## src/rtl/ntsc_sync_pkg.sv

```systemverilog
package ntsc_sync_pkg;

  // Kind of half-line inside the vertical interval of a field
  typedef enum logic [1:0] {
    SEG_LINE     = 2'd0,
    SEG_EQUALIZE = 2'd1,
    SEG_BROAD    = 2'd2
  } vseg_e;

  // Registered timing outputs, all active low except the field flag
  typedef struct packed {
    logic hsync_n;
    logic vsync_n;
    logic csync_n;
    logic blank_n;
    logic field_odd;
  } sync_vec_t;

  localparam sync_vec_t SYNC_IDLE = '{
    hsync_n:   1'b1,
    vsync_n:   1'b1,
    csync_n:   1'b1,
    blank_n:   1'b1,
    field_odd: 1'b1
  };

endpackage

```

## src/rtl/ntsc_raster_ctr.sv

```systemverilog
module ntsc_raster_ctr #(
  parameter int LINE_CLKS   = 910,
  parameter int FRAME_LINES = 525,
  parameter int HW          = $clog2(LINE_CLKS),
  parameter int LW          = $clog2(FRAME_LINES)
) (
  input  logic          clk,
  input  logic          rst,
  input  logic          h_restart,
  input  logic          v_restart,
  output logic [HW-1:0] hpos,
  output logic [LW-1:0] line,
  output logic          line_start
);

  localparam logic [HW-1:0] H_LAST = HW'(LINE_CLKS - 1);
  localparam logic [LW-1:0] L_LAST = LW'(FRAME_LINES - 1);

  always_ff @(posedge clk) begin
    if (rst || v_restart) begin
      hpos <= '0;
      line <= '0;
    end else if (h_restart) begin
      hpos <= '0;
    end else if (hpos == H_LAST) begin
      hpos <= '0;
      line <= (line == L_LAST) ? '0 : line + 1'b1;
    end else begin
      hpos <= hpos + 1'b1;
    end
  end

  assign line_start = (hpos == '0);

endmodule

```

## src/rtl/ntsc_field_decode.sv

```systemverilog
module ntsc_field_decode #(
  parameter int LINE_CLKS   = 910,
  parameter int FRAME_LINES = 525,
  parameter int HW          = $clog2(LINE_CLKS),
  parameter int LW          = $clog2(FRAME_LINES),
  parameter int QW          = $clog2(2 * FRAME_LINES)
) (
  input  logic [HW-1:0] hpos,
  input  logic [LW-1:0] line,
  output logic          field_odd,
  output logic [QW-1:0] half_idx,
  output logic [HW-1:0] half_pos
);

  localparam int            HALF      = LINE_CLKS / 2;
  localparam logic [HW-1:0] HALF_H    = HW'(HALF);
  localparam logic [QW-1:0] FIELD_HLS = QW'(FRAME_LINES);

  logic          second_half;
  logic [QW-1:0] frame_half;

  always_comb begin
    second_half = (hpos >= HALF_H);
    // twice the line plus the half-line bit gives the frame half-line
    frame_half  = QW'({line, second_half});
    field_odd   = (frame_half < FIELD_HLS);
    half_idx    = field_odd ? frame_half : frame_half - FIELD_HLS;
    half_pos    = second_half ? hpos - HALF_H : hpos;
  end

endmodule

```

## src/rtl/ntsc_csync_shape.sv

```systemverilog
module ntsc_csync_shape
  import ntsc_sync_pkg::*;
#(
  parameter int LINE_CLKS   = 910,
  parameter int FRAME_LINES = 525,
  parameter int CSYNC_LEAD  = 22,
  parameter int CSYNC_CLKS  = 68,
  parameter int EQ_CLKS     = 32,
  parameter int EQ_LINES    = 3,
  parameter int HW          = $clog2(LINE_CLKS),
  parameter int QW          = $clog2(2 * FRAME_LINES)
) (
  input  logic [HW-1:0] hpos,
  input  logic [QW-1:0] half_idx,
  input  logic [HW-1:0] half_pos,
  output logic          csync_lvl
);

  localparam int            HALF      = LINE_CLKS / 2;
  localparam logic [HW-1:0] LEAD      = HW'(CSYNC_LEAD);
  localparam logic [HW-1:0] LINE_END  = HW'(CSYNC_LEAD + CSYNC_CLKS);
  localparam logic [HW-1:0] EQ_END    = HW'(CSYNC_LEAD + EQ_CLKS);
  localparam logic [HW-1:0] BROAD_END = HW'(CSYNC_LEAD + HALF - CSYNC_CLKS);
  localparam logic [QW-1:0] PRE_END   = QW'(2 * EQ_LINES);
  localparam logic [QW-1:0] BROAD_LIM = QW'(4 * EQ_LINES);
  localparam logic [QW-1:0] POST_END  = QW'(6 * EQ_LINES);

  vseg_e seg;

  always_comb begin
    if (half_idx < PRE_END)        seg = SEG_EQUALIZE;
    else if (half_idx < BROAD_LIM) seg = SEG_BROAD;
    else if (half_idx < POST_END)  seg = SEG_EQUALIZE;
    else                           seg = SEG_LINE;
  end

  always_comb begin
    unique case (seg)
      SEG_EQUALIZE: csync_lvl = !((half_pos >= LEAD) && (half_pos < EQ_END));
      SEG_BROAD:    csync_lvl = !((half_pos >= LEAD) && (half_pos < BROAD_END));
      default:      csync_lvl = !((hpos >= LEAD) && (hpos < LINE_END));
    endcase
  end

endmodule

```

## src/rtl/ntsc_sc_div.sv

```systemverilog
module ntsc_sc_div #(
  parameter int DIV_LOG2 = 2
) (
  input  logic clk,
  input  logic rst,
  output logic sc
);

  logic [DIV_LOG2-1:0] cnt;

  always_ff @(posedge clk) begin
    if (rst) cnt <= '0;
    else     cnt <= cnt + 1'b1;
  end

  assign sc = cnt[DIV_LOG2-1];

endmodule

```

## src/rtl/ntsc_sync_gen.sv

```systemverilog
module ntsc_sync_gen
  import ntsc_sync_pkg::*;
#(
  parameter int LINE_CLKS    = 910,
  parameter int FRAME_LINES  = 525,
  parameter int HSYNC_CLKS   = 96,
  parameter int CSYNC_LEAD   = 22,
  parameter int CSYNC_CLKS   = 68,
  parameter int EQ_CLKS      = 32,
  parameter int HBLANK_CLKS  = 154,
  parameter int EQ_LINES     = 3,
  parameter int VBLANK_LINES = 20,
  parameter int SC_DIV_LOG2  = 2
) (
  input  logic clk,
  input  logic rst,
  input  logic h_restart,
  input  logic v_restart,
  input  logic line_alt_clr,
  output logic hsync_n,
  output logic vsync_n,
  output logic csync_n,
  output logic blank_n,
  output logic field_odd,
  output logic line_alt,
  output logic subcarrier
);

  localparam int HW = $clog2(LINE_CLKS);
  localparam int LW = $clog2(FRAME_LINES);
  localparam int QW = $clog2(2 * FRAME_LINES);

  localparam logic [HW-1:0] HS_END = HW'(HSYNC_CLKS);
  localparam logic [HW-1:0] HB_END = HW'(HBLANK_CLKS);
  localparam logic [QW-1:0] VS_HL  = QW'(6 * EQ_LINES);
  localparam logic [QW-1:0] VB_HL  = QW'(2 * VBLANK_LINES);

  logic [HW-1:0] hpos;
  logic [LW-1:0] line;
  logic          line_start;
  logic          odd_lvl;
  logic [QW-1:0] half_idx;
  logic [HW-1:0] half_pos;
  logic          csync_lvl;
  sync_vec_t     sync_d, sync_q;
  logic          alt_q;

  ntsc_raster_ctr #(
    .LINE_CLKS(LINE_CLKS), .FRAME_LINES(FRAME_LINES), .HW(HW), .LW(LW)
  ) u_ctr (
    .clk(clk), .rst(rst), .h_restart(h_restart), .v_restart(v_restart),
    .hpos(hpos), .line(line), .line_start(line_start)
  );

  ntsc_field_decode #(
    .LINE_CLKS(LINE_CLKS), .FRAME_LINES(FRAME_LINES), .HW(HW), .LW(LW), .QW(QW)
  ) u_dec (
    .hpos(hpos), .line(line), .field_odd(odd_lvl),
    .half_idx(half_idx), .half_pos(half_pos)
  );

  ntsc_csync_shape #(
    .LINE_CLKS(LINE_CLKS), .FRAME_LINES(FRAME_LINES), .CSYNC_LEAD(CSYNC_LEAD),
    .CSYNC_CLKS(CSYNC_CLKS), .EQ_CLKS(EQ_CLKS), .EQ_LINES(EQ_LINES),
    .HW(HW), .QW(QW)
  ) u_cs (
    .hpos(hpos), .half_idx(half_idx), .half_pos(half_pos), .csync_lvl(csync_lvl)
  );

  ntsc_sc_div #(.DIV_LOG2(SC_DIV_LOG2)) u_sc (
    .clk(clk), .rst(rst), .sc(subcarrier)
  );

  always_comb begin
    sync_d.hsync_n   = !(hpos < HS_END);
    sync_d.vsync_n   = !(half_idx < VS_HL);
    sync_d.csync_n   = csync_lvl;
    // vertical blank ends HBLANK_CLKS into the half-line after VBLANK_LINES lines
    sync_d.blank_n   = !((hpos < HB_END) || (half_idx < VB_HL) ||
                         ((half_idx == VB_HL) && (half_pos < HB_END)));
    sync_d.field_odd = odd_lvl;
  end

  always_ff @(posedge clk) begin
    if (rst) sync_q <= SYNC_IDLE;
    else     sync_q <= sync_d;
  end

  always_ff @(posedge clk) begin
    if (rst)               alt_q <= 1'b1;
    else if (line_alt_clr) alt_q <= 1'b0;
    else if (v_restart)    alt_q <= 1'b1;
    else if (line_start)   alt_q <= !alt_q;
  end

  assign hsync_n   = sync_q.hsync_n;
  assign vsync_n   = sync_q.vsync_n;
  assign csync_n   = sync_q.csync_n;
  assign blank_n   = sync_q.blank_n;
  assign field_odd = sync_q.field_odd;
  assign line_alt  = alt_q;

endmodule

```

## config.mk

```make
export PLATFORM = sky130hd
export DESIGN_NAME = ntsc_sync_gen
export DESIGN_NICKNAME = d
export VERILOG_FILES = /design/src/rtl/ntsc_sync_pkg.sv /design/src/rtl/ntsc_raster_ctr.sv /design/src/rtl/ntsc_field_decode.sv /design/src/rtl/ntsc_csync_shape.sv /design/src/rtl/ntsc_sc_div.sv /design/src/rtl/ntsc_sync_gen.sv
export SDC_FILE = /design/constraint.sdc
export NUM_CORES = 1
export LEC_CHECK = 0
export ABC_CLOCK_PERIOD_IN_PS = 4300
export BUFFER_PORTS_ARGS = -buffer_cell sky130_fd_sc_hd__buf_2
export CAP_MARGIN = 5
export CORE_ASPECT_RATIO = 1.1
export CORE_MARGIN = 5
export CORE_UTILIZATION = 55
export DETAILED_ROUTE_END_ITERATION = 8
export PLACE_DENSITY = 0.76
export REMOVE_ABC_BUFFERS = 1
export SETUP_SLACK_MARGIN = 0.15
export SYNTH_ARGS = -nofsm -noshare
export SYNTH_HDL_FRONTEND = slang
export SYNTH_SLANG_ARGS = --single-unit
```

## constraint.sdc

```tcl
create_clock -name clk -period 4.3 [get_ports clk]
set_clock_uncertainty 0.05 [all_clocks]
set_input_delay 0 -clock clk [delete_from_list [all_inputs] [get_ports clk]]
set_output_delay 0 -clock clk [all_outputs]
set_load 0.05 [all_outputs]
```

==> results.py <==
metrics = {
    "placed_design": {
        "placed_area_sq_um": 2400,
        "numPortBuffers": 11,
        "gp_congestion": 0.898,
        "pre_cts_slack_ps": 117,
        "hpwl_mm": 4.12,
        "dp.cells": 355,
    },
    "floorplan": {
        "ios": 12,
        "die_w_um": 71.1,
        "rows": 24,
        "core_sq_um": 3960,
        "initial_core_util_pct": 56.9,
        "die_h_um": 77.2,
        "dieArea_sq_um": 5490,
    },
    "synth": {
        "ys_warn_count": 0,
        "netlist_area_sq_um": 2260,
        "synth_cell_types": 59,
        "synthCells": 297,
        "synthTopCellsByArea": "dfxtp_1 25%, nor2_1 6.7%, xnor2_1 5.8%",
        "synth_seq_area_share_pct": 24.8,
        "synthFlopType": "dfxtp_1",
        "synth_top_area_share_pct": 24.8,
        "async_flop_share_pct": 0,
        "synth_edf_count": 0,
        "syn_area_per_cell_sq_um": 7.60,
        "synth_area_leader_cell": "dfxtp_1",
        "synth-seq-cells": 28,
    },
    "final_layout": {
        "fin_util_pct": 66.0,
        "layout-drive-gt1-share_pct": 19.6,
        "final_common_cell": "nor2_1",
        "diodes": 0,
        "syn_to_final_growth_pct": 15.9,
        "mostFrequentLayoutCells": "40 x nor2_1, 26 x dfxtp_1, 24 x nand2_1",
        "design_area_sq_um": 2620,
        "fin_nets": 331,
        "fin_cells": 368,
    },
    "detailed_routing": {
        "firstDrtPassIters": 4,
        "route.vias.total": 2275,
        "via_per_inst": 6.18,
        "drc": 0,
        "route.antenna.remaining_nets": 0,
        "wl_mm": 5.68,
        "drt_iter0_markers": 271,
        "wl_per_cell_um": 15.4,
    },
    "critical_path": {
        "reg2reg_depth": 17,
        "rrSetupSlack_ps": 450,
        "path_cells": "ha_4 -> a211oi_4 -> a21oi_4 -> inv_2 -> ha_4 -> nand3b_1 -> a311oi_2 -> a22oi_1 -> a311o_1 -> or2_4 -> or3_1 -> ha_1 -> nor2_1 -> o21ai_1 -> a311o_1 -> o211ai_1 -> o211ai_1",
        "critPathMaxFanout": 7,
        "endpoint_kind": "flop",
        "cpMaxStageDelayCell": "dfxtp_4",
        "critical_path_class": "reg2reg",
        "r2r_end": "csync_n",
        "cp_data_required_time_ps": 4410,
        "start_kind": "flop",
        "critPathArrivalTime_ps": 3960,
        "reg2reg_from": "u_ctr.hpos[1]",
        "crit_path_max_incr_delay_ps": 400,
    },
    "clocking": {
        "cts_sinks": 28,
        "root_buffer": "clkbuf_8",
        "numCtsBuffers": 3,
        "clock_latency_ps": 280,
        "htree_levels": 1,
        "cts_tree": "yes",
        "clk_pin_slew_ps": 100,
        "clock_path_buffers": 2,
    },
    "flow_run": {
        "maxCapViolCount": 0,
    },
    "timing": {
        "layout_min_cycle_time_ps": 3850,
        "finalHoldViolCount": 0,
        "hold-worst-slack_ps": 11.6,
        "relSlewSlack_pct": 19.6,
        "fin_tns_setup_ps": 0,
        "slew_viol_final": 0,
        "fmax_mhz": 259,
        "setup_viol": 0,
        "rsz0062_at_grt": "false",
        "min_period_over_period_pct": 89.6,
        "fin_ws_ps": 445,
        "worstMarginPinSlew_ps": 1200,
    },
    "run_status": {
        "outcome": "completed",
    },
    "worst_hold_path": {
        "hold_end": "u_sc.cnt[0]",
        "hold_depth": 2,
        "hp-class": "in2reg",
        "hold_start": "rst",
    },
    "pwr": {
        "ir_worst_vdd_mv": 0.145,
        "power_density_nw_per_um2": 196,
        "leakage_nw": 0.907,
        "finalPower_mw": 0.513,
    },
    "grt": {
        "gr-usage-all-layers_pct": 21.6,
        "grt_pass1_vias": 2112,
        "busiest_layer": "met2",
        "met3_usage_pct": 2.35,
        "grt_pass1_wl_mm": 9.93,
        "overflow": 0,
        "antenna_found_initial": 0,
        "use_met1_pct": 28.2,
        "grt_max_degree": 17,
        "use_met2_pct": 36.3,
    },
}
-- synthesized netlist by cell type, types with 2 or more instances --
| cell | instances |
|---|---|
| ha_1 | 9 |
| xor2_1 | 10 |
| mux2_2 | 3 |
| a31o_2 | 2 |
| buf_2 | 5 |
| nand3b_1 | 2 |
| o31ai_1 | 2 |
| nor2_1 | 40 |
| o211ai_1 | 3 |
| nand4_1 | 11 |
| o21ai_0 | 7 |
| nand2b_1 | 3 |
| xnor2_1 | 15 |
| o221a_2 | 2 |
| a311oi_1 | 2 |
| nor3_1 | 14 |
| dfxtp_1 | 28 |
| inv_1 | 11 |
| mux2i_1 | 6 |
| a31oi_1 | 5 |
| a21oi_1 | 11 |
| nand2_1 | 24 |
| o2111ai_1 | 3 |
| or3_1 | 5 |
| and3_1 | 4 |
| and2_1 | 2 |
| a211oi_1 | 3 |
| o221ai_1 | 2 |
| a311o_1 | 2 |
| nor4_1 | 4 |
| o21bai_1 | 3 |
| o22ai_1 | 2 |
| clkbuf_1 | 12 |
| nand3_1 | 14 |
| nor4_2 | 2 |
-- area by class of cell --
class	instances	area, sq um
Multi-Input combinational cell	238	1630
Inverter	12	45.0
Sequential cell	28	568
Fill cell	347	1350
Tap cell	52	65.1
Clock inverter	1	30.0
Clock buffer	3	41.3
Timing Repair Buffer	34	235
-- routing by layer --
metal  wire length, um  vias to the layer above
met5                 0                        -
met4               187                        0
met3               352                       19
met2              2770                       78
met1              2370                     1056
li1                  -                     1122
-- worst max path at each step --
stage	startpoint	end	slack, ps	depth (start not counted)
floorplan	u_ctr.hpos[0]	csync_n	130	16
global placement	u_ctr.hpos[1]	csync_n	250	16
detailed placement	u_ctr.hpos[1]	csync_n	120	16
CTS	u_ctr.hpos[1]	csync_n	200	16
global route	u_ctr.hpos[1]	csync_n	140	17
finish	u_ctr.hpos[1]	csync_n	450	17
-- critical path, delay by kind of cell, from the launching register on --
family                   cells  cell delay (ps)
AO/OA/AOI/OAI                9             1580
flip-flops                   1              400
AND/OR/NAND/NOR              4              980
adder cells (fa/ha/maj)      3              640
buffers and inverters        1               90
-- kinds of logic after synthesis --
logic type                 after synthesis  synth area share (%)
muxes                                    9                  4.16
AOI/OAI and AO/OA                       62                  21.1
DFF                                     28                  24.8
buffers and inverters                   31                  5.60
and+or+nand+nor                        133                  29.7
xor gates and xnor gates                25                  9.70
adders and majority gates                9                  4.99
-- what timing repair did --
item	4_1_cts	5_1_grt
setup buffers	0	6
endpoints found under the hold margin	2	0
resized for setup	2	14
hold buffers	3	0
pin swaps	0	5
endpoints found under the setup margin	1	1
cloned	0	0
-- power by group --
part           internal (mW)  leakage (nW)  switching [mW]
combinational         0.0126         0.643          0.0240
clock                  0.125        0.0357          0.0862
sequential             0.263         0.229         0.00277
-- flip-flops by register name, summed over array words and instances, names as in the netlist --
name and cells:
csync_n 1, hsync_n 1, u_sc.cnt 2, field_odd 1
line_alt 1, u_ctr.hpos 10, blank_n 1, u_ctr.line 10
vsync_n 1
(Power assumes the default switching activity.)
